<file path="src/rtl/wpd_pkg.sv">
package wpd_pkg;
  localparam int BYTE_W = 8;
  localparam logic [BYTE_W-1:0] SYNC_BYTE = 8'hFF;
  localparam int ADDR_W = 48;
  localparam int ADDR_BYTES = ADDR_W / BYTE_W;
  localparam int WORD_W = 16;
endpackage

</file>
<file path="src/rtl/wpd_matcher.sv">
module wpd_matcher
  import wpd_pkg::*;
#(
  parameter int SYNC_LEN = 6,
  parameter int REPEATS  = 16
) (
  input  logic              clk,
  input  logic              rst_n,
  input  logic              en,
  input  logic              in_valid,
  input  logic [BYTE_W-1:0] in_data,
  input  logic              in_last,
  input  logic [ADDR_W-1:0] addr,
  output logic              hit
);
  localparam int PAT_LEN = SYNC_LEN + REPEATS * ADDR_BYTES;
  localparam int IDX_W   = $clog2(PAT_LEN);
  localparam int BS_W    = $clog2(ADDR_BYTES);

  logic [IDX_W-1:0] idx_q, idx_d;
  logic [BS_W-1:0]  bs_q, bs_d;
  logic [BYTE_W-1:0] abyte [ADDR_BYTES];
  logic [BYTE_W-1:0] expect_b;
  logic in_sync;

  for (genvar g = 0; g < ADDR_BYTES; g++) begin : g_split
    assign abyte[g] = addr[ADDR_W-1-BYTE_W*g -: BYTE_W];
  end

  assign in_sync  = (idx_q < IDX_W'(SYNC_LEN));
  assign expect_b = in_sync ? SYNC_BYTE : abyte[bs_q];

  always_comb begin
    idx_d = idx_q;
    bs_d  = bs_q;
    hit   = 1'b0;
    if (!en) begin
      idx_d = '0;
      bs_d  = '0;
    end else if (in_valid) begin
      if (in_data == expect_b) begin
        if (idx_q == IDX_W'(PAT_LEN - 1)) begin
          hit   = 1'b1;
          idx_d = '0;
          bs_d  = '0;
        end else begin
          idx_d = idx_q + 1'b1;
          if (in_sync) bs_d = '0;
          else if (bs_q == BS_W'(ADDR_BYTES - 1)) bs_d = '0;
          else bs_d = bs_q + 1'b1;
        end
      end else if (in_data == SYNC_BYTE) begin
        // extra 0xFF after a full run keeps the run; otherwise it starts one
        idx_d = (idx_q == IDX_W'(SYNC_LEN)) ? IDX_W'(SYNC_LEN) : IDX_W'(1);
        bs_d  = '0;
      end else begin
        idx_d = '0;
        bs_d  = '0;
      end
      if (in_last) begin
        idx_d = '0;
        bs_d  = '0;
      end
    end
  end

  always_ff @(posedge clk or negedge rst_n) begin
    if (!rst_n) begin
      idx_q <= '0;
      bs_q  <= '0;
    end else begin
      idx_q <= idx_d;
      bs_q  <= bs_d;
    end
  end
endmodule

</file>
<file path="src/rtl/wpd_wake_out.sv">
module wpd_wake_out #(
  parameter int BASE_PULSE = 8,
  parameter int SEL_W      = 2
) (
  input  logic             clk,
  input  logic             rst_n,
  input  logic             en,
  input  logic             pulse_mode,
  input  logic [SEL_W-1:0] pulse_len,
  input  logic             hit,
  input  logic             release_rd,
  output logic             wake_n
);
  localparam int MAX_PULSE = BASE_PULSE << ((1 << SEL_W) - 1);
  localparam int CNT_W     = $clog2(MAX_PULSE + 1);

  logic [CNT_W-1:0] cnt_q;
  logic             lvl_q;
  logic [CNT_W-1:0] load_val;

  assign load_val = CNT_W'(BASE_PULSE) << pulse_len;

  always_ff @(posedge clk or negedge rst_n) begin
    if (!rst_n) begin
      cnt_q <= '0;
      lvl_q <= 1'b0;
    end else if (!en) begin
      cnt_q <= '0;
      lvl_q <= 1'b0;
    end else begin
      if (hit && pulse_mode)  cnt_q <= load_val;
      else if (cnt_q != '0)   cnt_q <= cnt_q - 1'b1;
      if (hit && !pulse_mode) lvl_q <= 1'b1;
      else if (release_rd)    lvl_q <= 1'b0;
    end
  end

  assign wake_n = !(lvl_q || (cnt_q != '0));
endmodule

</file>
<file path="src/rtl/wpd_irq_status.sv">
module wpd_irq_status (
  input  logic clk,
  input  logic rst_n,
  input  logic en,
  input  logic pulse_mode,
  input  logic hit,
  input  logic sts_rd,
  input  logic mask,
  output logic sts,
  output logic irq_n
);
  always_ff @(posedge clk or negedge rst_n) begin
    if (!rst_n)                    sts <= 1'b0;
    else if (!en)                  sts <= 1'b0;
    else if (hit)                  sts <= 1'b1;
    else if (sts_rd && pulse_mode) sts <= 1'b0;
  end

  assign irq_n = !(sts && mask);
endmodule

</file>
<file path="src/rtl/wake_pattern_detector.sv">
module wake_pattern_detector
  import wpd_pkg::*;
#(
  parameter int SYNC_LEN   = 6,
  parameter int REPEATS    = 16,
  parameter int BASE_PULSE = 8,
  parameter int SEL_W      = 2
) (
  input  logic              clk,
  input  logic              rst_n,
  input  logic              rx_valid,
  output logic              rx_ready,
  input  logic [BYTE_W-1:0] rx_data,
  input  logic              rx_last,
  input  logic              wake_en,
  input  logic              pulse_mode,
  input  logic [SEL_W-1:0]  pulse_len,
  input  logic [WORD_W-1:0] addr_w0,
  input  logic [WORD_W-1:0] addr_w1,
  input  logic [WORD_W-1:0] addr_w2,
  input  logic              irq_mask,
  input  logic              sts_rd,
  output logic              wake_n,
  output logic              irq_n,
  output logic              wake_sts
);
  logic [ADDR_W-1:0] addr;
  logic              hit;

  assign rx_ready = 1'b1;
  assign addr     = {addr_w0, addr_w1, addr_w2};

  wpd_matcher #(.SYNC_LEN(SYNC_LEN), .REPEATS(REPEATS)) u_match (
    .clk(clk), .rst_n(rst_n), .en(wake_en), .in_valid(rx_valid),
    .in_data(rx_data), .in_last(rx_last), .addr(addr), .hit(hit)
  );

  wpd_wake_out #(.BASE_PULSE(BASE_PULSE), .SEL_W(SEL_W)) u_wake (
    .clk(clk), .rst_n(rst_n), .en(wake_en), .pulse_mode(pulse_mode),
    .pulse_len(pulse_len), .hit(hit), .release_rd(sts_rd), .wake_n(wake_n)
  );

  wpd_irq_status u_irq (
    .clk(clk), .rst_n(rst_n), .en(wake_en), .pulse_mode(pulse_mode),
    .hit(hit), .sts_rd(sts_rd), .mask(irq_mask), .sts(wake_sts), .irq_n(irq_n)
  );
endmodule

</file>
<file path="config.mk">
export PLATFORM = sky130hd
export DESIGN_NAME = wake_pattern_detector
export DESIGN_NICKNAME = d
export VERILOG_FILES = /design/src/rtl/wpd_pkg.sv /design/src/rtl/wpd_matcher.sv /design/src/rtl/wpd_wake_out.sv /design/src/rtl/wpd_irq_status.sv /design/src/rtl/wake_pattern_detector.sv
export SDC_FILE = /design/constraint.sdc
export NUM_CORES = 1
export LEC_CHECK = 0
export ABC_AREA = 1
export BUFFER_PORTS_ARGS = -buffer_cell sky130_fd_sc_hd__buf_2
export CAP_MARGIN = 20
export CELL_PAD_IN_SITES_DETAIL_PLACEMENT = 1
export CELL_PAD_IN_SITES_GLOBAL_PLACEMENT = 1
export CORE_MARGIN = 1.5
export CORE_UTILIZATION = 34
export DETAILED_ROUTE_END_ITERATION = 8
export GPL_ROUTABILITY_DRIVEN = 0
export PLACE_DENSITY_LB_ADDON = 0.15
export SLEW_MARGIN = 20
export SYNTH_ARGS = -nofsm -noshare
export SYNTH_HDL_FRONTEND = slang
export SYNTH_SLANG_ARGS = --single-unit
</file>
<file path="constraint.sdc">
create_clock -name clk -period 2.3 [get_ports clk]
set_input_delay 0.115 -clock clk [delete_from_list [all_inputs] [get_ports clk]]
set_output_delay 0.115 -clock clk [all_outputs]
set_load 0.1 [all_outputs]
</file>
==> key figures, run 1 <==
Status
  – Status: completed

Drt
  – WL per Instance: approximately 13 um
  – Via density: 4.84
  – Drt total wl: about 6.8 mm
  – Initial DRT Pass Iterations: 4
  – DR DRC count: 0
  – Detail Route Antenna Nets: 0
  – Routed vias: 2525
  – Initial DRC count: around 50

GRT
  – Met2 GRT Util: 40.2%
  – Largest net degree at the start of global routing: 22
  – Grt met1 use: 23.9%
  – Global-route wire length before repair: approximately 11 mm
  – Initial antenna violation count: 0
  – Remaining global-route overflow: 0
  – All-Layer GR Usage: 20.5%
  – Vias in the first global route: 2414
  – Met3 Usage GRT: approximately 1.8%
  – Global route hottest layer: met2

Power
  – Comb power frac: 45.5%
  – Clock power frac: 20.2%
  – Leakage: 1.58 nW
  – Int Power: 676 uW
  – Sw Share: 41.6%
  – Pwr Density: 413 mW/mm^2
  – Share of power burned in registers: between 30% and 40%
  – Total power: 1.16 mW
  – Sw Pwr: 483 uW
  – Maximum VDD drop: 408 uV

Timing
  – Final hold viol count: 0
  – Slew Limit Fails: 0
  – Final TNS setup: 0 ps
  – Slew @ Worst Pin: 747 ps
  – # setup viols final: 0
  – Hold_ws: between 100 and 150 ps
  – Tcrit/Tclk final: 94.5%
  – Slew headroom: 49.8%
  – Fin crit period: 2170 ps
  – Peak Freq: 0.460 GHz
  – Setup Skew: 1.71 ps

Worst hold path
  – Worst hold start: sts_rd
  – Worst Hold Class: input port to flop

Worst setup path
  – Worst EP arrival: 2360 ps
  – Worst setup EP type: flop
  – Required @ worst endpoint: approximately 2500 ps
  – Setup CP Type: flop to flop
  – Reg2reg start: u_match.bs_q[0]
  – Critical Path Source Type: flop
  – CP Launch Point: u_match.bs_q[0]
  – Crit-path max FO: 8

Place
  – # port buffers: between 60 and 70
  – Placed Cells: 511
  – Cell Area, Placed: 0.00253 sq mm
  – Final HPWL DP: 5.60 mm

Yosys
  – Warnings, synthesis: 0
  – Top cell type's share of synthesized area: 26.9%
  – Avg Synthesized Cell Area: 5.68 sq um
  – Predominant post-synthesis flop cell: dfrtp_1
  – Netlist Area Pre-Place: ~0.0021 sq mm
  – Yosys reg bits: 19
  – Area leader, netlist: nand2_1
  – Sequential-to-total area share from yosys stat: 22.8%
  – Mapped Nets: 438
  – Unique masters post-synth: 32
  – Post-synthesis mux area share: 0%
  – Adder-cell share of the synthesized area: 2.40%
  – Synth area leaders: nand2_1 27%, dfrtp_1 23%, inv_1 11%
  – Post-synthesis simple-gate area fraction: 47.8%
  – Largest family of logic cells by synthesized area: simple AND/OR/NAND/NOR gates
  – EDFF count, synth: 0
  – Ys async rst share: 100%
  – Compound-cell area share of the yosys netlist: 7.54%
  – Cells after synthesis: 368
  – XOR/XNOR Fraction of Synth Area: under 10%

Final layout
  – FILL cells: 836
  – Multi-input gate area: 0.00140 sq mm
  – Commonest cells after routing, fill and taps aside: 131 x nand2_1, 68 x buf_2, 60 x inv_1
  – Inserted Diodes: 0
  – Sequential Area: 478 sq um
  – Non-Filler Instances: ~520
  – Layout cells sized above 1: a little under a third
  – Final instance area: 0.00281 sq mm
  – Commonest non-fill, non-tap cell in the layout: nand2_1
  – Nets: a little over 500
  – Layout area overhead: 34.3%

CTS
  – Clock Path Buffers: 2
  – Clock Sink Count: 19
  – CTS tree: yes
  – H-tree Lvls: 1
  – Cts bufs inserted: 3
  – Clk pin slew, worst setup/hold paths: approximately 70 ps
  – Clock tree root buffer cell: clkbuf_8
  – Latest clock arrival within the worst-skew pair: 250 ps

Floorplanning
  – Die X: 81.4 um
  – Core area: between 0.005 and 0.006 sq mm
  – Starting Density: 35.3%
  – I/O pins: 70
  – Vert. Die Dim: 81.4 um
  – Die area: 0.00663 sq mm
  – Num rows: 28

Job
  – Max-cap violations: 0
==> power groups by stage <==
stage	combinational (mW)	clock, mW	sequential [mW]
2_1_floorplan	0.360	0	0.397
4_1_cts	0.518	0.240	0.398
5_1_grt	0.583	0.249	0.400
3_3_place_gp	0.506	0	0.401
3_5_place_dp	0.514	0	0.405
6_report	0.527	0.234	0.398
==> cell type report <==
cell class / count / area share (%)
well taps: 75 / 3.35
clock buffers: 4 / 1.61
inverters: 70 / 9.63
repair buffers: 82 / 18.4
multi-input cells: 272 / 50.0
flip-flops and latches: 19 / 17.0
==> what timing repair did <==
item | 4_1_cts | 5_1_grt
resized for setup | 0 | 44
endpoints found under the setup margin | 0 | 14
buffers inserted | 0 | 5
endpoints found under the hold margin | 19 | 0
hold buffers | 1 | 0
==> registers in the layout (all words and copies together) (netlist names) <==
signal / cells
u_match.idx_q: 7
u_wake.cnt_q: 7
u_irq.sts: 1
u_match.bs_q: 3
u_wake.lvl_q: 1
==> layer usage <==
| layer | up-vias | wire length [um] |
|---|---|---|
| met5 | - | 0 |
| met4 | 0 | 43 |
| met3 | 4 | 259 |
| met2 | 49 | 3580 |
| met1 | 1177 | 2910 |
| li1 | 1295 | - |
==> cell usage after synthesis, types with 4 or more instances <==
cell type / count
nand2_1: 150
inv_1: 61
nand3_1: 30
nor2_1: 24
dfrtp_1: 19
inv_2: 9
nand4_1: 9
nor3_1: 7
xor2_1: 6
o21ai_0: 5
o21ai_1: 5
o22ai_1: 5
ha_1: 4
==> through the flow <==
step | utilization [%] | setup WS (ps)
detailed placement | 42.7 | 97.1
global route | 47.4 | -51.0
floorplan | - | 385
global placement | 42.7 | 197
finish | 47.4 | 125
CTS | 43.7 | 77.2
==> cell families (layout without fill, tap and decap cells) <==
group,count (synthesis),count (layout)
fa+ha+maj,4,4
compound gates,25,25
xor+xnor,9,9
flops,19,19
other cells,1,1
buf+inv,77,156
simple gates,233,233
==> critical path: stages (launching register included) <==
cell       delay [ps]
dfrtp_2           450
clkinv_4          120
clkbuf_16         180
nand2_2            50
nand2_2            40
nand2_1            50
nand2_1            60
nand2_2            90
nand2_2            60
nand2_1            60
nand2_1            60
nor2_1            120
nand3_2           110
nor2_4            270
nand3_4           130
nand2_1           100
nand2_1            60
nor2_1            110
==> worst paths after layout <==
path / slack, ps / cells after the start / end
min in group asynchronous: 350 / 2 / u_irq.sts
hold reg to reg: 540 / 2 / u_wake.lvl_q
max in group asynchronous: 1620 / 2 / u_match.bs_q[0]
hold / removal: 140 / 4 / u_irq.sts
setup reg to reg: 130 / 17 / u_wake.cnt_q[3]
setup / recovery: 130 / 17 / u_wake.cnt_q[3]
Power figures use the tool's default switching activity.
==> inputs of run 2 (changes only) <==
RECOVER_POWER = 25   (was unset)
==> run 2 against run 1 <==
Effect of this change: via count about the same; design area barely moved; clock skew is essentially flat; sequential power barely moved; routed wire length is the same.
==> key figures, run 2 (synthesis results as in run 1) <==
Timing
  – Slew Limit Fails: 0 (unchanged)
  – Final hold viol count: 0 (unchanged)
  – Post-route setup slack: 125 ps (-0.0800 ps)
  – Tcrit/Tclk final: 94.5% (about the same)
  – Slew headroom: 28.9% (-21 points)
  – Setup Skew: 1.71 ps (-0.00536 ps)
  – # setup viols final: 0 (unchanged)
  – Peak Freq: 0.460 GHz (about the same)
  – Slew @ Worst Pin: 1070 ps (+320 ps)
  – Fin crit period: 2170 ps (+0.0800 ps)
  – Final TNS setup: 0 ps (unchanged)

Final layout
  – Layout area overhead: 34.2% (about the same)
  – Nets: 518 (unchanged)
  – Inserted Diodes: 0 (unchanged)
  – Final core utilization: 47.4% (about the same)
  – Largest registers: u_match.idx_q x7, u_wake.cnt_q x7, u_match.bs_q x3
  – Layout cells sized above 1: 30.6% (-0.22 points)
  – Commonest non-fill, non-tap cell in the layout: nand2_1
  – Commonest cells after routing, fill and taps aside: 131 x nand2_1, 67 x buf_2, 60 x inv_1

Worst setup path
  – Worst EP arrival: 2360 ps (about the same)
  – Setup CP Type: flop to flop
  – Crit-path max FO: 8 (unchanged)
  – Reg2Reg Setup Slack: 130 ps (about the same)
  – Worst r2r path cells: 17 (unchanged)
  – Worst setup EP type: flop
  – Critical Path Source Type: flop
  – Required @ worst endpoint: 2480 ps (about the same)
  – Reg2reg start: u_match.bs_q[0]
  – CP Launch Point: u_match.bs_q[0]

Power
  – Sw Pwr: 482 uW (about the same)
  – Leakage: 1.58 nW (-0.17%)
  – Comb power frac: 45.5% (about the same)
  – Int Power: 676 uW (about the same)
  – Clock power frac: 20.2% (about the same)
  – Sw Share: 41.6% (about the same)
  – Share of power burned in registers: 34.3% (about the same)
  – Total power: 1.16 mW (about the same)
  – Pwr Density: 413 mW/mm^2 (about the same)
  – Maximum VDD drop: 408 uV (about the same)

CTS
  – Clock tree root buffer cell: clkbuf_8
  – Clk pin slew, worst setup/hold paths: 70 ps (about the same)
  – H-tree Lvls: 1 (unchanged)
  – CTS tree: yes
  – Cts bufs inserted: 3 (unchanged)
  – Clock Path Buffers: 2 (unchanged)
  – Latest clock arrival within the worst-skew pair: 250 ps (about the same)
  – Clock Sink Count: 19 (unchanged)

Status
  – Status: completed

Floorplanning
  – Vert. Die Dim: 81.4 um (unchanged)
  – Die X: 81.4 um (unchanged)
  – Starting Density: 35.3% (unchanged)
  – I/O pins: 70 (unchanged)
  – Num rows: 28 (unchanged)
  – Core area: 0.00592 sq mm (unchanged)
  – Die area: 0.00663 sq mm (unchanged)

GRT
  – Vias in the first global route: 2414 (unchanged)
  – Global-route wire length before repair: 10.6 mm (unchanged)
  – Largest net degree at the start of global routing: 22 (unchanged)
  – Remaining global-route overflow: 0 (unchanged)
  – Initial antenna violation count: 0 (unchanged)
  – All-Layer GR Usage: 20.5% (unchanged)

Worst hold path
  – Worst Hold Class: input port to flop
  – Worst hold start: sts_rd
  – Hold depth: 4 (unchanged)

Drt
  – Drt total wl: 6.80 mm (unchanged)
  – Initial DRT Pass Iterations: 4 (unchanged)
  – WL per Instance: 13.0 um (unchanged)
  – DR DRC count: 0 (unchanged)
  – Routed vias: 2524 (-0.040%)
  – Via density: 4.84 (about the same)
  – Initial DRC count: 53 (+3.9%)
  – Detail Route Antenna Nets: 0 (unchanged)

Job
  – Max-cap violations: 0 (unchanged)

Place
  – Pre-CTS setup slack: 97.1 ps (unchanged)
  – Final HPWL DP: 5.60 mm (unchanged)
  – # port buffers: 68 (unchanged)
[run 2: routing by layer]
metal / share of wire, % / vias up / global-route usage (%)
met5: 0 / - / 0
met2: 53 / 48 / 40.2
li1: - / 1294 / -
met4: 0.63 / 0 / 3.62
met1: 43 / 1178 / 23.9
met3: 3.8 / 4 / 1.80
[run 2: worst max-delay path: stages, from the launching register on]
cell	delay [ps]
dfrtp_2	450
clkinv_4	120
clkbuf_16	180
nand2_2	50
nand2_2	40
nand2_1	50
nand2_1	60
nand2_2	90
nand2_2	60
nand2_1	60
nand2_1	60
nor2_1	120
nand3_2	110
nor2_4	270
nand3_4	130
nand2_1	100
nand2_1	60
nor2_1	110
[run 2: power groups by stage]
stage	Clock, mW	Combinational, mW	Sequential (mW)
after floorplan	0	0.360	0.397
after global placement	0	0.506	0.401
after detailed placement	0	0.514	0.405
after CTS	0.240	0.518	0.398
after global routing	0.249	0.582	0.400
final	0.234	0.527	0.398
[run 2: path summary, 6_finish.rpt]
check                                  endpoint
worst max-delay path            u_wake.cnt_q[3]
worst min-delay path                  u_irq.sts
worst max register to register  u_wake.cnt_q[3]
worst min register to register     u_wake.lvl_q
max in group asynchronous       u_match.bs_q[0]
min in group asynchronous             u_irq.sts
[run 2: area by class of cell]
cell class | count | area, sq um
clock buffers | 4 | 45.0
fillers | 836 | 3120
inverters | 70 | 270
multi-input cells | 272 | 1400
flip-flops and latches | 19 | 478
well taps | 75 | 93.8
repair buffers | 82 | 514
[run 2: metrics by stage]
step / hold WS (ps) / area (sq um) / std cells
after CTS: 140 / 2580 / 516
after detailed placement: 85.6 / 2530 / 511
after global placement: 84.4 / 2530 / 511
after global routing: 157 / 2800 / 522
after floorplan: -181 / 2090 / 368
final: 141 / 2800 / 522
[run 2: repair_timing]
item | in CTS | in global routing
hold buffers | 1 | 0
gates resized for setup | 0 | 44
endpoints found under the hold margin | 19 | 0
endpoints found under the setup margin | 0 | 14
setup buffers | 0 | 5
